**config.mk**
```make
export PLATFORM = sky130hd
export DESIGN_NAME = four_voice_mixer
export DESIGN_NICKNAME = d
export VERILOG_FILES = /design/src/rtl/tone_mix_pkg.sv /design/src/rtl/write_steer.sv /design/src/rtl/tone_voice.sv /design/src/rtl/level_mixer.sv /design/src/rtl/four_voice_mixer.sv
export SDC_FILE = /design/constraint.sdc
export NUM_CORES = 1
export LEC_CHECK = 0
export BUFFER_PORTS_ARGS = -buffer_cell sky130_fd_sc_hd__buf_4
export CAP_MARGIN = 0
export CORE_MARGIN = 4
export CORE_UTILIZATION = 60
export CTS_BUF_LIST = sky130_fd_sc_hd__clkbuf_16
export CTS_CLUSTER_DIAMETER = 120
export CTS_CLUSTER_SIZE = 24
export DETAILED_ROUTE_END_ITERATION = 12
export PLACE_DENSITY = 0.81
export RECOVER_POWER = 25
export SETUP_SLACK_MARGIN = 0.05
export SKIP_CTS_REPAIR_TIMING = 1
export SLEW_MARGIN = 20
export SYNTH_ARGS = -nofsm -noshare
export SYNTH_HDL_FRONTEND = slang
export SYNTH_SLANG_ARGS = --single-unit
```
**constraint.sdc**
```tcl
create_clock -name clk -period 3.3 [get_ports clk]
set_input_delay 0.33 -clock clk [delete_from_list [all_inputs] [get_ports clk]]
set_output_delay 0.33 -clock clk [all_outputs]
set_load 0.01 [all_outputs]
```
**src/rtl/tone_mix_pkg.sv**
```systemverilog
package tone_mix_pkg;

    // width of a half-period count in top-octave clock cycles
    localparam int NOTE_HALF_W = 7;
    // width of the octave prescale counter (scales 1, 2, 4)
    localparam int PRE_W       = 2;
    // width of one voice's weighted contribution (0, 1, 2, 4)
    localparam int LEVEL_W     = 3;
    // number of note codes with a defined pitch
    localparam int NUM_NOTES   = 12;

    typedef enum logic [1:0] {
        LVL_OFF  = 2'b00,
        LVL_SOFT = 2'b01,
        LVL_MID  = 2'b10,
        LVL_LOUD = 2'b11
    } level_e;

    typedef enum logic [1:0] {
        OCT_UP     = 2'b00,
        OCT_CENTRE = 2'b01,
        OCT_DOWN   = 2'b10,
        OCT_NONE   = 2'b11
    } octave_e;

    typedef struct packed {
        logic [3:0] note;
        octave_e    oct;
        level_e     lvl;
    } voice_cfg_t;

    // half period in clock cycles for the top octave; 0 marks an undefined code
    function automatic logic [NOTE_HALF_W-1:0] note_half(input logic [3:0] code);
        logic [NOTE_HALF_W-1:0] h;
        unique case (code)
            4'd0:    h = NOTE_HALF_W'(61);
            4'd1:    h = NOTE_HALF_W'(64);
            4'd2:    h = NOTE_HALF_W'(68);
            4'd3:    h = NOTE_HALF_W'(72);
            4'd4:    h = NOTE_HALF_W'(77);
            4'd5:    h = NOTE_HALF_W'(81);
            4'd6:    h = NOTE_HALF_W'(86);
            4'd7:    h = NOTE_HALF_W'(91);
            4'd8:    h = NOTE_HALF_W'(96);
            4'd9:    h = NOTE_HALF_W'(102);
            4'd10:   h = NOTE_HALF_W'(108);
            4'd11:   h = NOTE_HALF_W'(115);
            default: h = '0;
        endcase
        return h;
    endfunction

    // last value of the prescale counter for each octave
    function automatic logic [PRE_W-1:0] octave_last(input octave_e o);
        logic [PRE_W-1:0] p;
        unique case (o)
            OCT_UP:     p = PRE_W'(0);
            OCT_CENTRE: p = PRE_W'(1);
            OCT_DOWN:   p = PRE_W'(3);
            default:    p = PRE_W'(0);
        endcase
        return p;
    endfunction

    function automatic logic [LEVEL_W-1:0] level_weight(input level_e l);
        logic [LEVEL_W-1:0] w;
        unique case (l)
            LVL_SOFT: w = LEVEL_W'(1);
            LVL_MID:  w = LEVEL_W'(2);
            LVL_LOUD: w = LEVEL_W'(4);
            default:  w = '0;
        endcase
        return w;
    endfunction

    function automatic logic cfg_audible(input voice_cfg_t c);
        return (c.lvl != LVL_OFF) && (c.oct != OCT_NONE) && (c.note < 4'(NUM_NOTES));
    endfunction

endpackage

```
**src/rtl/write_steer.sv**
```systemverilog
module write_steer #(
    parameter  int NUM_VOICES = 4,
    localparam int SEL_W      = $clog2(NUM_VOICES)
) (
    input  logic                  clk,
    input  logic                  rst_n,
    input  logic                  wr_i,
    input  logic [SEL_W-1:0]      sel_i,
    output logic [NUM_VOICES-1:0] wen_o
);

    typedef enum logic {
        WS_IDLE = 1'b0,
        WS_HELD = 1'b1
    } steer_state_e;

    steer_state_e state_q, state_d;

    // next-state logic
    always_comb begin
        state_d = state_q;
        unique case (state_q)
            WS_IDLE: if (wr_i)  state_d = WS_HELD;
            WS_HELD: if (!wr_i) state_d = WS_IDLE;
            default: state_d = WS_IDLE;
        endcase
    end

    // state register
    always_ff @(posedge clk) begin
        if (!rst_n) state_q <= WS_IDLE;
        else        state_q <= state_d;
    end

    // outputs: one write enable, only on the edge that leaves WS_IDLE
    always_comb begin
        wen_o = '0;
        unique case (state_q)
            WS_IDLE: begin
                for (int v = 0; v < NUM_VOICES; v++) begin
                    if (wr_i && (sel_i == SEL_W'(v))) wen_o[v] = 1'b1;
                end
            end
            WS_HELD: wen_o = '0;
            default: wen_o = '0;
        endcase
    end


    single_write_chk: assert property (@(posedge clk) disable iff (!rst_n)
        $onehot0(wen_o));


    no_repeat_chk: assert property (@(posedge clk) disable iff (!rst_n)
        (wen_o != '0) |=> (wen_o == '0));

endmodule

```
**src/rtl/tone_voice.sv**
```systemverilog
module tone_voice
    import tone_mix_pkg::*;
(
    input  logic               clk,
    input  logic               rst_n,
    input  logic               load_i,
    input  voice_cfg_t         cfg_i,
    output logic [LEVEL_W-1:0] level_o
);

    typedef enum logic {
        V_MUTE = 1'b0,
        V_RUN  = 1'b1
    } voice_state_e;

    voice_state_e           state_q, state_d;
    voice_cfg_t             cfg_q;
    logic [PRE_W-1:0]       pre_q;
    logic [NOTE_HALF_W-1:0] div_q;
    logic                   wave_q;
    logic [PRE_W-1:0]       pre_last;
    logic [NOTE_HALF_W-1:0] half_last;
    logic                   tick;

    assign pre_last  = octave_last(cfg_q.oct);
    assign half_last = note_half(cfg_q.note) - NOTE_HALF_W'(1);
    assign tick      = (pre_q == pre_last);

    // next-state logic
    always_comb begin
        state_d = state_q;
        unique case (state_q)
            V_MUTE:  if (load_i && cfg_audible(cfg_i))  state_d = V_RUN;
            V_RUN:   if (load_i && !cfg_audible(cfg_i)) state_d = V_MUTE;
            default: state_d = V_MUTE;
        endcase
    end

    // state register
    always_ff @(posedge clk) begin
        if (!rst_n) state_q <= V_MUTE;
        else        state_q <= state_d;
    end

    // setting store, prescaler and half-period divider
    always_ff @(posedge clk) begin
        if (!rst_n) begin
            cfg_q  <= '0;
            pre_q  <= '0;
            div_q  <= '0;
            wave_q <= 1'b0;
        end else if (load_i) begin
            cfg_q  <= cfg_i;
            pre_q  <= '0;
            div_q  <= '0;
            wave_q <= 1'b0;
        end else if (state_q == V_RUN) begin
            if (tick) begin
                pre_q <= '0;
                if (div_q == half_last) begin
                    div_q  <= '0;
                    wave_q <= ~wave_q;
                end else begin
                    div_q <= div_q + NOTE_HALF_W'(1);
                end
            end else begin
                pre_q <= pre_q + PRE_W'(1);
            end
        end
    end

    // outputs
    always_comb begin
        level_o = '0;
        unique case (state_q)
            V_RUN:   if (wave_q) level_o = level_weight(cfg_q.lvl);
            V_MUTE:  level_o = '0;
            default: level_o = '0;
        endcase
    end


    wave_tick_chk: assert property (@(posedge clk) disable iff (!rst_n)
        (!$stable(wave_q) && !$past(load_i)) |->
            ($past(tick) && ($past(div_q) == $past(half_last))));


    mute_quiet_chk: assert property (@(posedge clk) disable iff (!rst_n)
        (state_q == V_MUTE) |-> (wave_q == 1'b0));

endmodule

```
**src/rtl/level_mixer.sv**
```systemverilog
module level_mixer
    import tone_mix_pkg::*;
#(
    parameter  int NUM_VOICES = 4,
    localparam int MAX_MIX    = NUM_VOICES * (1 << (LEVEL_W - 1)),
    localparam int MIX_W      = $clog2(MAX_MIX + 1)
) (
    input  logic                                clk,
    input  logic                                rst_n,
    input  logic [NUM_VOICES-1:0][LEVEL_W-1:0]  levels_i,
    output logic [MIX_W-1:0]                    mix_o
);

    logic [MIX_W-1:0] sum_d;

    always_comb begin
        sum_d = '0;
        for (int v = 0; v < NUM_VOICES; v++) begin
            sum_d = sum_d + MIX_W'(levels_i[v]);
        end
    end

    always_ff @(posedge clk) begin
        if (!rst_n) mix_o <= '0;
        else        mix_o <= sum_d;
    end


    mix_range_chk: assert property (@(posedge clk) disable iff (!rst_n)
        mix_o <= MIX_W'(MAX_MIX));

endmodule

```
**src/rtl/four_voice_mixer.sv**
```systemverilog
module four_voice_mixer
    import tone_mix_pkg::*;
#(
    parameter  int NUM_VOICES = 4,
    localparam int CH_W       = $clog2(NUM_VOICES),
    localparam int MIX_W      = $clog2(NUM_VOICES * (1 << (LEVEL_W - 1)) + 1)
) (
    input  logic             clk,
    input  logic             rst_n,
    input  logic             wr_stb,
    input  logic [CH_W-1:0]  chan_sel,
    input  logic [3:0]       note_code,
    input  logic [1:0]       oct_code,
    input  logic [1:0]       lvl_code,
    output logic [MIX_W-1:0] mix_code
);

    logic [NUM_VOICES-1:0]              voice_wen;
    logic [NUM_VOICES-1:0][LEVEL_W-1:0] voice_lvl;
    voice_cfg_t                         bus_cfg;

    assign bus_cfg.note = note_code;
    assign bus_cfg.oct  = octave_e'(oct_code);
    assign bus_cfg.lvl  = level_e'(lvl_code);

    write_steer #(
        .NUM_VOICES(NUM_VOICES)
    ) u_steer (
        .clk   (clk),
        .rst_n (rst_n),
        .wr_i  (wr_stb),
        .sel_i (chan_sel),
        .wen_o (voice_wen)
    );

    for (genvar v = 0; v < NUM_VOICES; v++) begin : g_voice
        tone_voice u_voice (
            .clk     (clk),
            .rst_n   (rst_n),
            .load_i  (voice_wen[v]),
            .cfg_i   (bus_cfg),
            .level_o (voice_lvl[v])
        );
    end

    level_mixer #(
        .NUM_VOICES(NUM_VOICES)
    ) u_mix (
        .clk      (clk),
        .rst_n    (rst_n),
        .levels_i (voice_lvl),
        .mix_o    (mix_code)
    );

endmodule

```
==> results of run 1 <==
final timing paths:
check	from	end	cells after the start
max	flip-flop	u_mix.mix_o[3]	11
min	wr_stb	u_steer.state_q	2
max reg2reg	flip-flop	u_mix.mix_o[3]	11
min reg2reg	g_voice[1].u_voice.cfg_q[2]	g_voice[1].u_voice.cfg_q[2]	2
per-layer routing:
metal  share of wire [%]  vias up  wire length, um  global-route usage [%]
li1                    -     2322                -                       -
met4                 1.2        0              129                    5.11
met1                  46     2144             4980                    24.9
met3                 4.9       11              536                    5.12
met2                  48       78             5250                    35.5
met5                   0        -                0                       0
per-stage QoR:
stage | total power [mW] | std cells | hold slack (ps)
2_1_floorplan | 1.60 | 675 | 443
3_3_place_gp | 1.64 | 802 | 451
3_5_place_dp | 1.66 | 802 | 466
4_1_cts | 2.77 | 818 | 226
5_1_grt | 2.86 | 818 | 236
6_report | 2.76 | 818 | 233
report_power, final:
group	internal [mW]	switching [mW]
logic	0.0988	0.128
clock network	0.659	0.467
registers	1.37	0.0346
total	2.13	0.630
layout by cell type (no fill, tap or decap), types with 6 or more instances in the layout:
cell / n
a21o_1: 6
a21boi_1: 11
nand4_1: 16
a21oi_1: 19
nand4b_1: 7
o2bb2ai_1: 6
o21ai_0: 20
nor3_1: 31
nand2_1: 112
buf_4: 12
xor2_1: 37
and3_1: 11
mux2i_1: 11
nor2b_1: 6
clkbuf_1: 6
clkbuf_16: 9
inv_1: 41
nand2b_1: 6
ha_1: 34
a21boi_0: 24
xnor2_1: 31
dfxtp_1: 110
nor2_1: 39
nand3_1: 9
or3_1: 7
cells by family (layout without fill, tap and decap cells):
logic type | count (synthesis) | in the layout
adders and majority gates | 39 | 39
buffers and inverters | 60 | 74
DFF | 110 | 110
AOI/OAI and AO/OA | 109 | 109
xor gates and xnor gates | 70 | 70
muxes | 13 | 13
and+or+nand+nor | 274 | 274
area by class of cell:
type / instances / area [um^2] / area share [%]
clock inverters: 7 / 90.1 / 1.42
inverters: 40 / 150 / 2.37
well taps: 129 / 161 / 2.54
flip-flops and latches: 110 / 2200 / 34.7
multi-input cells: 505 / 3410 / 53.7
clock buffers: 9 / 225 / 3.55
repair buffers: 18 / 113 / 1.77
==> impl_metrics.csv, run 1 <==
group,metric,value,unit
final_layout,drive_gt1_share,6.10,%
status,violations,"max-capacitance violations, max-slew violations",
sta,worstMarginPinSlew,1730,ps
sta,fin_skew,6.61,ps
logic_synthesis,syn_nets,727,
sta,finalWorstSetupSlack,300,ps
sta,fmax,0.333,GHz
sta,fin_crit,3000,ps
worst_setup_path,worstSetupPathType,"flip-flop to flip-flop",
logic_synthesis,synthTopCellsByArea,"dfxtp_1, ha_1, nand2_1, xor2_1, xnor2_1",
cts,cts.sinks,110,
sta,fin_crit_sh,90.9,%
route,post_drt_wl_per_cell,13.3,um
worst_setup_path,critPathMaxFanout,6,
route,drc,0,
sta,rsz0062_at_grt,"false",
final_layout,n_fill_cell,779,
logic_synthesis,synth_seq_cells,110,
logic_synthesis,async_flop_share,0,%
worst_setup_path,r2r_slack,300,ps
worst_setup_path,slowest_stage,"fa_1",
final_layout,diodes,0,
global_route,antenna_found_initial,0,
cts,numCtsBuffers,9,
placement,dp_slack,322,ps
global_route,grt_pass1_vias,4462,
global_route,grt_pass1_wl,19300,um
status,status,"complete, but fails checks",
final_layout,fin_nets,736,
placement,place_area,0.00605,mm^2
logic_synthesis,yosysTopAreaCell,"dfxtp_1",
floorplanning,die_y,107,um
pwr,ir_drop,359,uV
global_route,track_usage,20.3,%
route,drt_iter0_drc,160,
logic_synthesis,yosysWarnings,0,
logic_synthesis,synthesis.instances,675,
sta,setup_viol,0,
final_layout,finish.instance_area,0.00635,mm^2
pwr,p_per_area,434,mW/mm^2
logic_synthesis,synth_edf_count,0,
placement,gp_congestion,0.840,
route,drt_wl_total,10900,um
cts,cts_tree,"done",
cts,cts_max_level,3,
floorplanning,start_util,62.8,%
hold_path,hp-class,"input port to flip-flop",
logic_synthesis,synthXorXnorAreaFrac,10.9,%
sta,hold_violations,0,
worst_setup_path,critPathBufInv,3,
worst_setup_path,arrival,3230,ps
sta,drv_slew,52,
sta,setup_tns,0,ps
cts,path_clk_slew,70,ps
worst_setup_path,cpPeakStageDelay,530,ps
global_route,grt_max_degree,52,
floorplanning,dieArea,0.0114,mm^2
worst_setup_path,critical_path.startpoint_type,"flip-flop",
flow_run,drv_cap,1,
logic_synthesis,yosys.area_share.simple,23.1,%
placement,hpwl,8080,um
route,drtPass1Iterations,4,
worst_setup_path,cp-end-kind,"flip-flop",
logic_synthesis,synth_compound_area_share,12.8,%
placement,port_buffers,17,
logic_synthesis,netlist.area_leader.share,37.4,%
worst_setup_path,required,3530,ps
worst_setup_path,path_cells,"nand2_1 -> nor3_1 -> inv_1 -> fa_1 -> fa_1 -> inv_1 -> ha_1 -> inv_1 -> fa_1 -> xnor2_1 -> and2_1",
logic_synthesis,syn_avg_cell_area,8.71,um^2
logic_synthesis,synth.distinct_cells,52,
cts,clk_latency,350,ps
route,vias,4555,
floorplanning,die_x,107,um
final_layout,syn_to_final_growth,7.94,%
cts,cts.path.max_buffers,2,
logic_synthesis,synth_common_cells,"nand2_1, dfxtp_1, inv_1",
logic_synthesis,synth-adder-area-share,8.94,%
floorplanning,ioPinCount,18,
logic_synthesis,yosysMostFrequentCell,"nand2_1",
pwr,leakage,2.46,nW
logic_synthesis,ys_seq_area_share,37.4,%
route,via_per_inst,5.57,
global_route,grt.overflow.total,0,
logic_synthesis,synth_top_family_by_area,"simple AND/OR/NAND/NOR gates",
sta,slew_headroom,-15.1,%
logic_synthesis,ys.flop_type,"dfxtp_1",
floorplanning,design.core.area,0.00937,mm^2
logic_synthesis,synth_area,0.00588,mm^2
final_layout,final_core_utilization,67.7,%
cts,cts_root_buf,"clkbuf_16",
route,ant_nets,0,
worst_setup_path,cpLargestDelayFamily,"adder cells",
floorplanning,core.rowCount,35,
logic_synthesis,synthMuxAreaShare,2.26,%
No activity file was read; power rests on OpenSTA's default activity.
==> run 2, diff against run 1 <==
==> constraint.sdc (replaced) <==
create_clock -name clk -period 3.8 [get_ports clk]
set_input_delay 0.57 -clock clk [delete_from_list [all_inputs] [get_ports clk]]
set_output_delay 0.57 -clock clk [all_outputs]
set_load 0.01 [all_outputs]
==> run 2 against run 1 <==
Compared with the run above:
- maximum frequency grew 1.3%
- largest power group unchanged
- largest cell class unchanged
- wire length grew 3.1%
- critical path type unchanged
- critical endpoint is now u_mix.mix_o[4]
- global-route usage grew 0.29 points
- combinational power shrank 13%
- final cell count shrank 0.24%
- core utilization shrank 0.69 points
- total power shrank 18%
- count of clock-buffer cells in the layout is the same
- the run still ends with max-capacitance violations, max-slew violations left
- sequential share of layout area grew 0.36 points
==> impl_metrics.csv, run 2 (same netlist as run 1, synthesis figures left out) <==
group,metric,value,unit
status,status,"complete, but fails checks",
status,violations,"max-capacitance violations, max-slew violations",
pwr,leakage,2.44,nW
final_layout,diodes,0,
placement,gp_congestion,0.830,
final_layout,final_common_cell,"nand2_1",
placement,place_area,0.00605,mm^2
route,ant_nets,0,
sta,drv_slew,52,
sta,setup_tns,0,ps
cts,path_clk_slew,70,ps
cts,cts.sinks,110,
global_route,grt_max_degree,52,
route,drtPass1Iterations,4,
worst_setup_path,required,4020,ps
worst_setup_path,worstSetupPathType,"flip-flop to flip-flop",
final_layout,fin_nets,735,
global_route,grt.overflow.total,0,
sta,fin_skew,9.21,ps
sta,rsz0062_at_grt,"false",
worst_setup_path,slowest_stage,"fa_1",
worst_setup_path,cpPeakStageDelay,610,ps
cts,cts.path.max_buffers,2,
route,vias,4571,
worst_setup_path,cpLargestDelayFamily,"adder cells",
route,drt_iter0_drc,163,
pwr,p_per_area,358,mW/mm^2
placement,hpwl,8250,um
cts,cts_tree,"done",
worst_setup_path,critPathBufInv,2,
floorplanning,start_util,62.8,%
hold_path,hp-class,"flip-flop to flip-flop",
sta,fmax,0.338,GHz
worst_setup_path,critical_path.startpoint_type,"flip-flop",
route,via_per_inst,5.60,
worst_setup_path,path_cells,"nand2_1 -> nor3_1 -> inv_1 -> fa_1 -> xor2_1 -> fa_1 -> inv_1 -> ha_1 -> a21o_1 -> a21oi_1 -> nor2b_1",
worst_setup_path,worstRegToRegCells,11,
cts,cts_root_buf,"clkbuf_16",
route,post_drt_wl_per_cell,13.8,um
placement,port_buffers,17,
floorplanning,core.rowCount,35,
floorplanning,ioPinCount,18,
global_route,grt_pass1_vias,4408,
sta,hold_violations,0,
final_layout,syn_to_final_growth,6.83,%
cts,cts_max_level,3,
sta,fin_crit,2960,ps
worst_setup_path,r2r_slack,840,ps
sta,slew_headroom,-19.2,%
worst_setup_path,critPathMaxFanout,6,
worst_setup_path,cp-end-kind,"flip-flop",
worst_setup_path,arrival,3180,ps
worst_setup_path,crit_path_end,"u_mix.mix_o[4]",
cts,clk_latency,340,ps
sta,setup_viol,0,
final_layout,drive_gt1_share,5.68,%
cts,numCtsBuffers,9,
route,drc,0,
global_route,antenna_found_initial,0,
route,drt_wl_total,11200,um
sta,worstMarginPinSlew,1790,ps
floorplanning,design.core.area,0.00937,mm^2
worst_setup_path,timing.rr.end,"u_mix.mix_o[4]",
global_route,track_usage,20.6,%
final_layout,finish.instance_area,0.00628,mm^2
floorplanning,dieArea,0.0114,mm^2
global_route,grt_pass1_wl,19500,um
flow_run,drv_cap,1,
final_layout,final_cell_mix,"nand2_1, dfxtp_1, inv_1",
worst_setup_path,cp.depth,11,
floorplanning,die_y,107,um
sta,fin_crit_sh,77.9,%
floorplanning,die_x,107,um
pwr,ir_drop,230,uV
pwr,power,2.25,mW
## run 2: routing by layer
metal,GRT usage (%),up-vias,routed length [um]
met2,35.7,59,5450
met4,7.03,0,193
met3,3.67,20,405
met5,0,-,0
li1,-,2329,-
met1,25.7,2163,5190
## run 2: stage by stage
step	util, %	instances	hold WS [ps]	setup WS, ps
after floorplan	-	675	443	952
after global placement	64.5	801	450	965
after detailed placement	64.5	801	458	857
after CTS	67.3	816	467	860
after global routing	67.0	816	500	669
final	67.0	816	468	839
## run 2: worst min-delay path by stage
stage	start	endpoint	slack [ps]	cells after the start
5_1_grt	g_voice[1].u_voice.cfg_q[2]	g_voice[1].u_voice.cfg_q[2]	500	2
3_5_place_dp	g_voice[0].u_voice.cfg_q[2]	g_voice[0].u_voice.cfg_q[2]	460	2
2_1_floorplan	g_voice[0].u_voice.cfg_q[2]	g_voice[0].u_voice.cfg_q[2]	440	2
4_1_cts	g_voice[0].u_voice.cfg_q[2]	g_voice[0].u_voice.cfg_q[2]	470	2
3_3_place_gp	g_voice[1].u_voice.cfg_q[2]	g_voice[1].u_voice.cfg_q[2]	450	2
6_report	g_voice[0].u_voice.cfg_q[2]	g_voice[0].u_voice.cfg_q[2]	470	2
## run 2: area by class of cell
cell class / count / area, um^2
Timing Repair Buffer: 17 / 105
Clock buffer: 9 / 225
Inverter: 40 / 150
Sequential cell: 110 / 2200
Fill cell: 773 / 3090
Clock inverter: 6 / 32.5
Multi-Input combinational cell: 505 / 3410
Tap cell: 129 / 161
## run 2: power breakdown
group	switching (mW)	internal, mW
clock network	0.397	0.434
registers	0.0305	1.19
logic	0.112	0.0853
## run 2: worst register-to-register path, delay by kind of cell, from the launching register on
kind / cells / cell delay [ps]
xor gates and xnor gates: 1 / 200
buffers and inverters: 2 / 190
adders and majority gates: 3 / 1340
DFF: 1 / 440
AOI/OAI and AO/OA: 2 / 280
and+or+nand+nor: 3 / 400
==> run 3, diff against run 2 <==
==> constraint.sdc (replaced) <==
create_clock -name clk -period 3 [get_ports clk]
set_input_delay 0.45 -clock clk [delete_from_list [all_inputs] [get_ports clk]]
set_output_delay 0.45 -clock clk [all_outputs]
set_load 0.01 [all_outputs]
==> run 3 against run 2 <==
Compared with the run above:
- the flow now finishes without violations
- combinational power up 27%
- non-clock buffer count increased by 7
- worst setup slack got worse by 650 ps
- first-iteration DRC count up 45%
- flip-flop and latch count unchanged
- critical path type unchanged
- largest cell class unchanged
- highest routed layer unchanged
==> impl_metrics.csv, run 3 (same netlist as run 1, synthesis figures left out) <==
group,metric,value,unit
pwr,p_sw,0.677,mW
cts,cts_root_buf,"clkbuf_16",
sta,hold_violations,0,
sta,drv_slew,0,
hold_path,holdPathEnd,"u_steer.state_q",
worst_setup_path,r2r_slack,190,ps
final_layout,final_core_utilization,68.0,%
worst_setup_path,slowest_stage,"fa_1",
placement,gp_congestion,0.809,
worst_setup_path,worstSetupPathType,"flip-flop to flip-flop",
sta,fin_crit,2810,ps
global_route,grt_pass1_vias,4472,
floorplanning,ioPinCount,18,
sta,hold_slack,353,ps
worst_setup_path,arrival,3050,ps
route,vias,4640,
pwr,p_int,2.16,mW
route,drt_wl_total,11400,um
sta,slew_headroom,54.2,%
final_layout,drive_gt1_share,8.93,%
route,via_per_inst,5.64,
global_route,gr-usage-met2,36.4,%
final_layout,fin_nets,742,
sta,fin_crit_sh,93.8,%
sta,setup_tns,0,ps
placement,port_buffers,17,
worst_setup_path,reg2reg_from,"g_voice[1].u_voice.wave_q",
route,drtPass1Iterations,4,
worst_setup_path,cpMostUsedCell,"fa_1",
floorplanning,start_util,62.8,%
worst_setup_path,required,3240,ps
cts,cts_tree,"done",
hold_path,hold_start,"wr_stb",
pwr,combPwrFrac,8.9,%
final_layout,syn_to_final_growth,8.40,%
sta,rsz0062_at_grt,"true",
sta,fin_skew,8.50,ps
sta,finalWorstSetupSlack,185,ps
flow_run,drv_cap,0,
final_layout,final_cell_mix,"nand2_1, dfxtp_1, inv_1",
hold_path,hold_depth,2,
global_route,grt_max_degree,52,
cts,cts.path.max_buffers,2,
route,post_drt_wl_per_cell,13.8,um
global_route,grt_use_met1,26.2,%
hold_path,hp-class,"input port to flip-flop",
floorplanning,core.rowCount,35,
worst_setup_path,critPathMaxFanout,3,
floorplanning,design.core.area,0.00937,mm^2
placement,hpwl,8300,um
final_layout,final-instance-count-excl-fill,823,
placement,place_area,0.00609,mm^2
placement,place_inst,807,
global_route,antenna_found_initial,0,
pwr,pwr-share-clk,36.8,%
floorplanning,die_y,107,um
worst_setup_path,critical_path.startpoint_type,"flip-flop",
worst_setup_path,cp-end-kind,"flip-flop",
sta,setup_viol,0,
global_route,top_usage_layer,"met2",
route,ant_nets,0,
global_route,grt_pass1_wl,19800,um
pwr,ir_drop,398,uV
pwr,seqPwrFrac,54.3,%
pwr,power,2.84,mW
global_route,track_usage,20.8,%
sta,fmax,0.355,GHz
global_route,grt.overflow.total,0,
pwr,switching_share,23.8,%
cts,cts_max_level,3,
global_route,grt_use_met3,3.55,%
worst_setup_path,timing.rr.end,"u_mix.mix_o[3]",
worst_setup_path,path_cells,"buf_4 -> nand2_1 -> or3_4 -> fa_1 -> fa_1 -> inv_2 -> ha_2 -> inv_1 -> fa_2 -> xnor2_1 -> and2_1",
pwr,p_per_area,446,mW/mm^2
route,drc,0,
cts,clk_latency,340,ps
worst_setup_path,cpPeakStageDelay,530,ps
worst_setup_path,worstRegToRegCells,11,
pwr,leakage,2.47,nW
route,drt_iter0_drc,236,
final_layout,final_common_cell,"nand2_1",
placement,dp_slack,133,ps
floorplanning,dieArea,0.0114,mm^2
final_layout,diodes,0,
status,status,"finished, final reports clean",
floorplanning,die_x,107,um
cts,numCtsBuffers,9,
cts,path_clk_slew,70,ps
sta,worstMarginPinSlew,686,ps
cts,cts.sinks,110,
final_layout,finish.instance_area,0.00637,mm^2
[run 3: power groups by stage]
stage / registers [mW] / clock network, mW / logic [mW]
after floorplan: 1.57 / 0 / 0.192
after global placement: 1.57 / 0 / 0.237
after detailed placement: 1.58 / 0 / 0.250
after CTS: 1.54 / 1.06 / 0.251
after global routing: 1.55 / 1.13 / 0.283
final: 1.54 / 1.04 / 0.252
[run 3: worst max path at each step]
stage | from | endpoint | slack (ps) | cells past startpoint
CTS | g_voice[0].u_voice.wave_q | u_mix.mix_o[3] | 80 | 12
floorplan | flip-flop | u_mix.mix_o[3] | 150 | 11
global placement | g_voice[1].u_voice.cfg_q[1] | u_mix.mix_o[3] | 240 | 10
detailed placement | g_voice[1].u_voice.cfg_q[1] | u_mix.mix_o[3] | 130 | 10
global route | g_voice[1].u_voice.wave_q | u_mix.mix_o[3] | 30 | 11
finish | g_voice[1].u_voice.wave_q | u_mix.mix_o[3] | 190 | 11
[run 3: worst max-delay path, delay by kind of cell, from the launching register on]
family / cells / cell delay [ps]
xor gates and xnor gates: 1 / 130
and+or+nand+nor: 3 / 530
DFF: 1 / 350
adders and majority gates: 4 / 1460
buffers and inverters: 3 / 230
[run 3: layer usage]
layer,vias up,share of wire (%)
met5,-,0
li1,2337,-
met3,15,3.9
met4,0,1.3
met1,2184,45
met2,104,49
[run 3: layout make-up]
cell class	instances	area (um^2)
clock buffers	9	225
clock inverters	6	32.5
fillers	792	3000
inverters	40	150
multi-input cells	505	3440
flip-flops and latches	110	2210
well taps	129	161
repair buffers	24	158
